<file path="config.mk">
export PLATFORM = sky130hd
export DESIGN_NAME = mlane_8b10b_decoder
export DESIGN_NICKNAME = d
export VERILOG_FILES = /design/src/rtl/mlane_dec_pkg.sv /design/src/rtl/mlane_dec_six.sv /design/src/rtl/mlane_dec_four.sv /design/src/rtl/mlane_dec_lane.sv /design/src/rtl/mlane_8b10b_decoder.sv
export SDC_FILE = /design/constraint.sdc
export NUM_CORES = 1
export LEC_CHECK = 0
export ABC_AREA = 1
export BUFFER_PORTS_ARGS = -buffer_cell sky130_fd_sc_hd__buf_4
export CAP_MARGIN = 15
export CORE_UTILIZATION = 50
export CTS_CLUSTER_DIAMETER = 50
export DETAILED_ROUTE_END_ITERATION = 6
export GPL_ROUTABILITY_DRIVEN = 0
export HOLD_SLACK_MARGIN = 0.06
export PLACE_DENSITY = 0.75
export SYNTH_ARGS = -nofsm -noshare
export SYNTH_HDL_FRONTEND = slang
export SYNTH_SLANG_ARGS = --single-unit
</file>
<file path="constraint.sdc">
create_clock -name clk -period 1.05 [get_ports clk]
set_input_delay 0.21 -clock clk [delete_from_list [all_inputs] [get_ports clk]]
set_output_delay 0.21 -clock clk [all_outputs]
set_load 0.01 [all_outputs]
</file>
<file path="src/rtl/mlane_dec_pkg.sv">
package mlane_dec_pkg;

    typedef enum logic {
        RD_NEG = 1'b0,
        RD_POS = 1'b1
    } rd_e;

    localparam int SYM_W  = 10;
    localparam int BYTE_W = 8;
    localparam int HI_W   = 6;
    localparam int LO_W   = 4;

endpackage

</file>
<file path="src/rtl/mlane_dec_six.sv">
module mlane_dec_six (
    input  logic [5:0] code,
    output logic [4:0] val,
    output logic       legal,
    output logic       is_k28
);
    always_comb begin
        legal  = 1'b1;
        is_k28 = 1'b0;
        val    = 5'd0;
        unique case (code)
            6'b100111, 6'b011000: val = 5'd0;
            6'b011101, 6'b100010: val = 5'd1;
            6'b101101, 6'b010010: val = 5'd2;
            6'b110001:            val = 5'd3;
            6'b110101, 6'b001010: val = 5'd4;
            6'b101001:            val = 5'd5;
            6'b011001:            val = 5'd6;
            6'b111000, 6'b000111: val = 5'd7;
            6'b111001, 6'b000110: val = 5'd8;
            6'b100101:            val = 5'd9;
            6'b010101:            val = 5'd10;
            6'b110100:            val = 5'd11;
            6'b001101:            val = 5'd12;
            6'b101100:            val = 5'd13;
            6'b011100:            val = 5'd14;
            6'b010111, 6'b101000: val = 5'd15;
            6'b011011, 6'b100100: val = 5'd16;
            6'b100011:            val = 5'd17;
            6'b010011:            val = 5'd18;
            6'b110010:            val = 5'd19;
            6'b001011:            val = 5'd20;
            6'b101010:            val = 5'd21;
            6'b011010:            val = 5'd22;
            6'b111010, 6'b000101: val = 5'd23;
            6'b110011, 6'b001100: val = 5'd24;
            6'b100110:            val = 5'd25;
            6'b010110:            val = 5'd26;
            6'b110110, 6'b001001: val = 5'd27;
            6'b001110:            val = 5'd28;
            6'b101110, 6'b010001: val = 5'd29;
            6'b011110, 6'b100001: val = 5'd30;
            6'b101011, 6'b010100: val = 5'd31;
            6'b001111, 6'b110000: begin
                val    = 5'd28;
                is_k28 = 1'b1;
            end
            default:              legal = 1'b0;
        endcase
    end
endmodule

</file>
<file path="src/rtl/mlane_dec_four.sv">
module mlane_dec_four (
    input  logic [3:0] code,
    output logic [2:0] val,
    output logic       legal,
    output logic       alt7
);
    always_comb begin
        legal = 1'b1;
        alt7  = 1'b0;
        val   = 3'd0;
        unique case (code)
            4'b1011, 4'b0100: val = 3'd0;
            4'b1001:          val = 3'd1;
            4'b0101:          val = 3'd2;
            4'b1100, 4'b0011: val = 3'd3;
            4'b1101, 4'b0010: val = 3'd4;
            4'b1010:          val = 3'd5;
            4'b0110:          val = 3'd6;
            4'b1110, 4'b0001: val = 3'd7;
            4'b0111, 4'b1000: begin
                val  = 3'd7;
                alt7 = 1'b1;
            end
            default:          legal = 1'b0;
        endcase
    end
endmodule

</file>
<file path="src/rtl/mlane_dec_lane.sv">
module mlane_dec_lane
    import mlane_dec_pkg::*;
(
    input  logic [SYM_W-1:0]  sym,
    input  rd_e               rd_in,
    output logic [BYTE_W-1:0] byte_out,
    output logic              k_out,
    output logic              err_out,
    output rd_e               rd_out
);
    logic [HI_W-1:0] hi;
    logic [LO_W-1:0] lo;
    logic [LO_W-1:0] lo_val_in;
    logic [4:0]      v5;
    logic [2:0]      v3;
    logic            ok6, ok4, k28, a7;
    logic [2:0]      ones6;
    logic [2:0]      ones4;
    logic            hi_pos, hi_neg, lo_pos, lo_neg;
    logic            hi_bad_disp, lo_bad_disp;
    logic            k_shape, code_ok;
    rd_e             rd_mid;

    assign hi = sym[SYM_W-1:LO_W];
    assign lo = sym[LO_W-1:0];

    // after the negative-going control prefix the balanced tail codes are mirrored
    assign lo_val_in = (hi == 6'b110000) ? ~lo : lo;

    mlane_dec_six u_six (
        .code   (hi),
        .val    (v5),
        .legal  (ok6),
        .is_k28 (k28)
    );

    mlane_dec_four u_four (
        .code  (lo_val_in),
        .val   (v3),
        .legal (ok4),
        .alt7  (a7)
    );

    assign ones6  = 3'($countones(hi));
    assign ones4  = 3'($countones(lo));
    assign hi_pos = (ones6 > 3'd3);
    assign hi_neg = (ones6 < 3'd3);
    assign lo_pos = (ones4 > 3'd2);
    assign lo_neg = (ones4 < 3'd2);

    always_comb begin
        hi_bad_disp = (hi_pos && rd_in == RD_POS) || (hi_neg && rd_in == RD_NEG)
                   || (hi == 6'b111000 && rd_in == RD_POS)
                   || (hi == 6'b000111 && rd_in == RD_NEG);
        if (hi_pos)      rd_mid = RD_POS;
        else if (hi_neg) rd_mid = RD_NEG;
        else             rd_mid = rd_in;

        lo_bad_disp = (lo_pos && rd_mid == RD_POS) || (lo_neg && rd_mid == RD_NEG)
                   || (lo == 4'b1100 && rd_mid == RD_POS)
                   || (lo == 4'b0011 && rd_mid == RD_NEG);
        if (lo_pos)      rd_out = RD_POS;
        else if (lo_neg) rd_out = RD_NEG;
        else             rd_out = rd_mid;
    end

    assign k_shape  = k28 || (a7 && (v5 == 5'd23 || v5 == 5'd27 || v5 == 5'd29 || v5 == 5'd30));
    assign code_ok  = ok6 && ok4;
    assign k_out    = code_ok && k_shape;
    assign err_out  = !code_ok || hi_bad_disp || lo_bad_disp;
    assign byte_out = {v3, v5};
endmodule

</file>
<file path="src/rtl/mlane_8b10b_decoder.sv">
module mlane_8b10b_decoder
    import mlane_dec_pkg::*;
#(
    parameter int LANES = 2
) (
    input  logic                    clk,
    input  logic                    rst_n,
    input  logic [LANES*SYM_W-1:0]  in_words,
    input  logic                    in_valid,
    output logic [LANES*BYTE_W-1:0] out_bytes,
    output logic [LANES-1:0]        out_k,
    output logic [LANES-1:0]        out_err,
    output logic                    out_valid
);
    localparam int IN_W  = LANES * SYM_W;
    localparam int OUT_W = LANES * BYTE_W;

    rd_e              rd_q, rd_d;
    rd_e              rd_chain [LANES+1];
    logic [OUT_W-1:0] dec_bytes;
    logic [LANES-1:0] dec_k;
    logic [LANES-1:0] dec_err;

    assign rd_chain[0] = rd_q;

    for (genvar g = 0; g < LANES; g++) begin : g_lane
        mlane_dec_lane u_lane (
            .sym      (in_words[g*SYM_W +: SYM_W]),
            .rd_in    (rd_chain[g]),
            .byte_out (dec_bytes[g*BYTE_W +: BYTE_W]),
            .k_out    (dec_k[g]),
            .err_out  (dec_err[g]),
            .rd_out   (rd_chain[g+1])
        );
    end

    always_comb begin
        rd_d = rd_q;
        unique case (rd_q)
            RD_NEG: if (in_valid && rd_chain[LANES] == RD_POS) rd_d = RD_POS;
            RD_POS: if (in_valid && rd_chain[LANES] == RD_NEG) rd_d = RD_NEG;
        endcase
    end

    always_ff @(posedge clk or negedge rst_n) begin
        if (!rst_n) rd_q <= RD_NEG;
        else        rd_q <= rd_d;
    end

    always_ff @(posedge clk or negedge rst_n) begin
        if (!rst_n) begin
            out_valid <= 1'b0;
            out_bytes <= '0;
            out_k     <= '0;
            out_err   <= '0;
        end else begin
            out_valid <= in_valid;
            if (in_valid) begin
                out_bytes <= dec_bytes;
                out_k     <= dec_k;
                out_err   <= dec_err;
            end
        end
    end

    logic unused_width;
    assign unused_width = (IN_W == 0);
endmodule

</file>
==> results of run 1 <==
[cell families after synthesis]
group	share of synthesized area (%)
AOI/OAI and AO/OA	8.71
and+or+nand+nor	42.8
xor gates and xnor gates	5.16
buffers and inverters	12.7
adders and majority gates	15.9
DFF	14.7
[per-layer routing]
metal | overflow | GRT usage (%)
met5 | 0 | 1.30
met4 | 12 | 66.4
met3 | 1 | 44.6
met2 | 9 | 88.7
met1 | 0 | 69.3
[synthesized netlist by cell type, types with 2 or more instances]
| library cell | n |
|---|---|
| o21ai_0 | 29 |
| nor2_2 | 4 |
| nand3_1 | 109 |
| ha_1 | 41 |
| clkbuf_1 | 6 |
| nand2_2 | 4 |
| dfrtp_1 | 22 |
| o22ai_1 | 4 |
| nor2_1 | 91 |
| buf_2 | 14 |
| o21ai_1 | 3 |
| fa_1 | 4 |
| buf_4 | 2 |
| nor3_1 | 6 |
| nand3_2 | 2 |
| a31oi_1 | 5 |
| nand4_1 | 9 |
| buf_6 | 4 |
| nand2_1 | 140 |
| inv_1 | 84 |
| a21oi_1 | 8 |
| xor2_1 | 16 |
| o21bai_1 | 2 |
[metrics by stage]
| step | instance area (µm²) | worst slack [ns] | hold WS (ns) |
|---|---|---|---|
| global placement | 5380 | -1.20 | 0.106 |
| detailed placement | 5380 | -1.25 | 0.113 |
| CTS | 6330 | -0.817 | 0.222 |
| floorplan | 4390 | -0.937 | -0.0856 |
[repair_timing]
| action | in CTS |
|---|---|
| gates resized for setup | 154 |
| pin swaps | 77 |
| setup buffers | 21 |
| endpoints found under the hold margin | 22 |
| hold buffers | 1 |
| setup endpoints to repair | 21 |
| gates cloned | 3 |
==> impl_metrics.ini, run 1 <==
[outcome]
status = did not finish
failed_stage = 5_1_grt
tool.error = [ERROR GRT-0232] Routing congestion too high. Check the congestion heatmap in the GUI.

[synth]
netlist_top_cells_area = dfrtp_1 15%, nand3_1 15%, nand2_1 14%
yosys_warnings = 0
synth_nets = 691
async_flop_share_pct = 100
yosysUniqueCellTypes = 37
yosysTopAreaCell = dfrtp_1
ys_seq_area_share_pct = 14.7
syn_inst = 623
synth_top_area_share_pct = 14.7
syn_area_mm2 = 0.00374
syn_area_per_cell_um2 = 6.00
ys.flop_type = dfrtp_1
synth_edf_count = 0
ys_seq_elements = 22

[sta]
worstEpCategory = register data pin
worst_endpoint = out_err[1]$_DFFE_PN0P_/D

[global_route]
grt_usage_pct = 67.1
grt_max_degree = 23
grt_overflow = 22

[place]
port_buffers = 43
dp_hpwl_um = 8690
dp.cells = 846

[cts]
root_buffer = clkbuf_8
cts.path.max_buffers = 2
cts_num_sinks = 22
cts-buffers-inserted = 3
cts_max_level = 1

[die]
die_x_um = 88.4
die_y_um = 88.4
io_pins = 44
initial_core_util_pct = 51.5
fp-row-count = 31
==> run 2: changes to the inputs <==
--- a/config.mk
+++ b/config.mk
@@ -8,12 +8,10 @@
 export ABC_AREA = 1
 export BUFFER_PORTS_ARGS = -buffer_cell sky130_fd_sc_hd__buf_4
 export CAP_MARGIN = 15
-export CORE_UTILIZATION = 50
-export CTS_CLUSTER_DIAMETER = 50
+export CORE_UTILIZATION = 35
 export DETAILED_ROUTE_END_ITERATION = 6
 export GPL_ROUTABILITY_DRIVEN = 0
-export HOLD_SLACK_MARGIN = 0.06
-export PLACE_DENSITY = 0.75
+export PLACE_DENSITY_LB_ADDON = 0.15
 export SYNTH_ARGS = -nofsm -noshare
 export SYNTH_HDL_FRONTEND = slang
 export SYNTH_SLANG_ARGS = --single-unit
==> constraint.sdc (replaced) <==
create_clock -name clk -period 1.4 [get_ports clk]
set_input_delay 0.28 -clock clk [delete_from_list [all_inputs] [get_ports clk]]
set_output_delay 0.28 -clock clk [all_outputs]
set_load 0.01 [all_outputs]
==> run 2 against run 1 <==
The flow now finishes, with violations (setup timing). Area after synthesis stayed put. Synthesized cell count stayed put.
==> impl_metrics.ini, run 2 <==
[outcome]
status = finished, violations left
violations = setup timing

[final_layout]
largest_reg_flops = 16
largestRegisters = out_bytes x16, out_err x2, out_k x2
layout_common_cells = 143 x buf_4, 115 x nand2_1, 65 x nand3_1, 53 x inv_1, 51 x nor2_1
top_register = out_bytes
seqCellArea_um2 = 551
nFillCells = 871
fin_area_mm2 = 0.00683
final_util_pct = 66.2
multi_input_area_mm2 = 0.00399
final_common_cell = buf_4
diodes = 0
drive_above_1_share_pct = 52.9
area_growth_pct = 82.9
fin_nets = 859

[die]
io_pins = 44
dieArea_mm2 = 0.0111
coreArea_mm2 = 0.0103
die_y_um = 105
fp-row-count = 37
initial_core_util_pct = 36.2
die_x_um = 105

[synth]
ys.flop_type = dfrtp_1
syn_area_mm2 = 0.00374
synth_commonest_cells = 140 x nand2_1, 109 x nand3_1, 91 x nor2_1
synth_nets = 691
ys_seq_elements = 22
synth_edf_count = 0
ys_seq_area_share_pct = 14.7
syn_inst = 623
yosysTopAreaCell = dfrtp_1
synth.most_common_cell = nand2_1
async_flop_share_pct = 100
synth_top_area_share_pct = 14.7
yosys_warnings = 0
netlist_top_cells_area = dfrtp_1 15%, nand3_1 15%, nand2_1 14%
yosysUniqueCellTypes = 37
syn_area_per_cell_um2 = 6.00

[route]
post_drt_via_cell_ratio = 5.18
wl_met1_um = 5350
drtAntennaViolNets = 0
wl_per_cell_um = 14.4
top_layer_used = met4
drc = 0
dr.pass1.iters = 5
first_iter_violations = 298
routed_wl_um = 13300
vias = 4787
route.met3.wl_um = 662
wl_met2_um = 6920

[power_and_ir_drop]
power_switching_w = 0.00145
pwr-share-comb_pct = 66.0
swShare_pct = 41.9
p_leak_nw = 3.46
power.internal_w = 0.00202
vdd_drop_max_uv = 376
p_seq_share_pct = 22.7
p_total_w = 0.00347
p_per_area_mw_per_mm2 = 508
power.share.clock_pct = 11.3

[worst_setup_path]
worst-setup-path-type = in -> reg
critical_path_required_ns = 1.57
critical-path-top-delay-family = adder cells
critical_path.max_stage_delay_ns = 0.43
endpoint_kind = flip-flop
worst_path_max_delay_cell = fa_2
cp_num_cells = 15
r2r_cells = 10
start_kind = input pin
crit_buf_inv = 5
crit_arrival_ns = 2.11
cpMostUsedCell = nand2_1
cp_cell_sequence = buf_4 -> inv_4 -> ha_4 -> ha_4 -> fa_2 -> nor2_1 -> inv_2 -> nand2_1 -> nand3_1 -> nand2_1 -> inv_1 -> a21oi_2 -> nand3_1 -> nand2_1 -> inv_1
crit_fanout = 4

[sta]
setup_ws_ns = -0.547
fmax_mhz = 514
min_period_over_period_pct = 139
fin_skew_ns = 0.000411
whs_ns = 0.267
maxSlewViolCount = 0
slew-limit-headroom_pct = 80.3
grt_setup_unrepaired = yes
fin_setup_tns_ns = -5.23
setup_viol = 21
worstMarginPinSlew_ns = 0.295
period_needed_ns = 1.95
hold_violations = 0

[flow_run]
drv_cap = 0

[cts]
cts-buffers-inserted = 3
worstSkewPairLatency_ns = 0.26
cts_num_sinks = 22
cts_tree = yes
root_buffer = clkbuf_8
cts_max_level = 1
clk_pin_slew_ns = 0.08
cts.path.max_buffers = 2

[global_route]
antenna_found_initial = 0
grt_max_degree = 23
grt_overflow = 0
grt_pass1_vias = 4772
grt_pass1_wl_um = 21700
grt_usage_pct = 23.7

[place]
placed_cell_area_mm2 = 0.00528
dp_hpwl_um = 9100
port_buffers = 43

[worst_hold_path]
hold_class = in -> reg
hold_path_depth = 1
run 2: cell families after synthesis:
logic type	share of synthesized area, %
adders and majority gates	15.9
buffers and inverters	12.7
DFF	14.7
and+or+nand+nor	42.8
AOI/OAI and AO/OA	8.71
xor gates and xnor gates	5.16
run 2: final timing paths:
path,slack (ns),end,startpoint
worst max-delay path,-0.55,out_err[1],in_words[0]
worst min-delay path,0.27,out_valid,in_valid
worst max register to register,0.13,out_err[1],flip-flop
worst min register to register,0.49,out_k[1],out_k[1]
max in group asynchronous,0.71,out_k[1],rst_n
min in group asynchronous,0.46,out_bytes[6],rst_n
run 2: through the flow:
stage                     worst slack, ns  instances
after global routing               -0.635        925
after floorplan                    -0.657        623
final                              -0.547        925
after detailed placement           -0.939        887
after global placement             -0.919        887
after CTS                          -0.547        921
run 2: cell type report:
| cell class | count | share of cell area (%) |
|---|---|---|
| inverter | 86 | 5.82 |
| tap | 136 | 2.49 |
| sequential | 22 | 8.06 |
| timing repair buffer | 188 | 24.6 |
| multi-input combinational | 490 | 58.4 |
| clock buffer | 3 | 0.604 |
run 2: repair_timing:
item                                    CTS  global route
gates resized for setup                 173           116
hold buffers                              1             0
pin swaps                                80            68
endpoints found under the setup margin   21            21
gates cloned                              2             1
buffers inserted                         32            10
hold endpoints to repair                 22             0
run 2: power by group through the flow:
stage	Clock, W	Sequential (W)	Combinational [W]
2_1_floorplan	0	0.000830	0.000956
3_5_place_dp	0	0.000799	0.00174
4_1_cts	0.000408	0.000787	0.00206
3_3_place_gp	0	0.000794	0.00171
6_report	0.000391	0.000788	0.00229
5_1_grt	0.000432	0.000800	0.00249
run 2: layer usage:
metal | GRT usage, % | vias up
met3 | 1.48 | 39
met4 | 7.85 | 0
met5 | 0 | -
met2 | 43.5 | 187
met1 | 29.2 | 2227
li1 | - | 2334
No activity file was read; power rests on OpenSTA's default activity.
==> run 3: changes to the inputs <==
--- a/config.mk
+++ b/config.mk
@@ -8,7 +8,7 @@
 export ABC_AREA = 1
 export BUFFER_PORTS_ARGS = -buffer_cell sky130_fd_sc_hd__buf_4
 export CAP_MARGIN = 15
-export CORE_UTILIZATION = 35
+export CORE_UTILIZATION = 55
 export DETAILED_ROUTE_END_ITERATION = 6
 export GPL_ROUTABILITY_DRIVEN = 0
 export PLACE_DENSITY_LB_ADDON = 0.15
==> run 3 against run 2 <==
The run now fails in 5_1_grt. Area after synthesis stayed put. Synthesized cell count stayed put.
==> impl_metrics.ini, run 3 <==
[outcome]
status = did not finish
failed_stage = 5_1_grt
tool.error = [ERROR DPL-0038] Utilization greater than 100%, impossible to legalize

[synth]
yosysTopAreaCell = dfrtp_1
synth-xor-area-share_pct = 5.16
ys_seq_area_share_pct = 14.7
synth_edf_count = 0
synth.most_common_cell = nand2_1
yosys.area_share.adder_pct = 15.9
syn_inst = 623
yosysUniqueCellTypes = 37
synth_top_area_share_pct = 14.7
netlist_top_cells_area = dfrtp_1 15%, nand3_1 15%, nand2_1 14%
syn_area_per_cell_um2 = 6.00
synthMuxAreaShare_pct = 0
synth_nets = 691
synth_top_family_by_area = simple AND/OR/NAND/NOR gates
synth_compound_area_share_pct = 8.71
async_flop_share_pct = 100
ys.flop_type = dfrtp_1
yosys_warnings = 0
syn_area_mm2 = 0.00374
synth_commonest_cells = 140 x nand2_1, 109 x nand3_1, 91 x nor2_1
ys_seq_elements = 22
synthSimpleGateAreaFrac_pct = 42.8

[place]
dp_hpwl_um = 9150
port_buffers = 43
dp.cells = 818
placed_cell_area_mm2 = 0.00515

[global_route]
grt_max_degree = 23

[die]
die_x_um = 84.4
fp-row-count = 29
die_y_um = 84.4
io_pins = 44
initial_core_util_pct = 57.8

[cts]
cts_num_sinks = 22
cts.path.max_buffers = 2
cts-buffers-inserted = 3
root_buffer = clkbuf_8
cts_max_level = 1

[sta]
worstEpCategory = register data pin
worst_endpoint = out_err[0]$_DFFE_PN0P_/D
run 3: cells by family after synthesis:
logic type / Yosys count
compound gates: 57
fa+ha+maj: 45
flops: 22
buf+inv: 112
simple gates: 368
xor+xnor: 19
run 3: per-stage QoR:
| step | worst slack [ns] | utilization [%] | TNS, ns |
|---|---|---|---|
| CTS | -0.573 | 91.9 | -5.64 |
| detailed placement | -0.971 | 79.7 | -13.83 |
| global placement | -0.894 | 79.7 | -12.44 |
| floorplan | -0.657 | - | -3.82 |
run 3: repair_timing:
action                                 4_1_cts
endpoints found under the hold margin       22
setup endpoints to repair                   21
gates resized for setup                    125
pin swaps                                   58
buffers inserted                            24
cloned                                       1
hold buffers                                 1
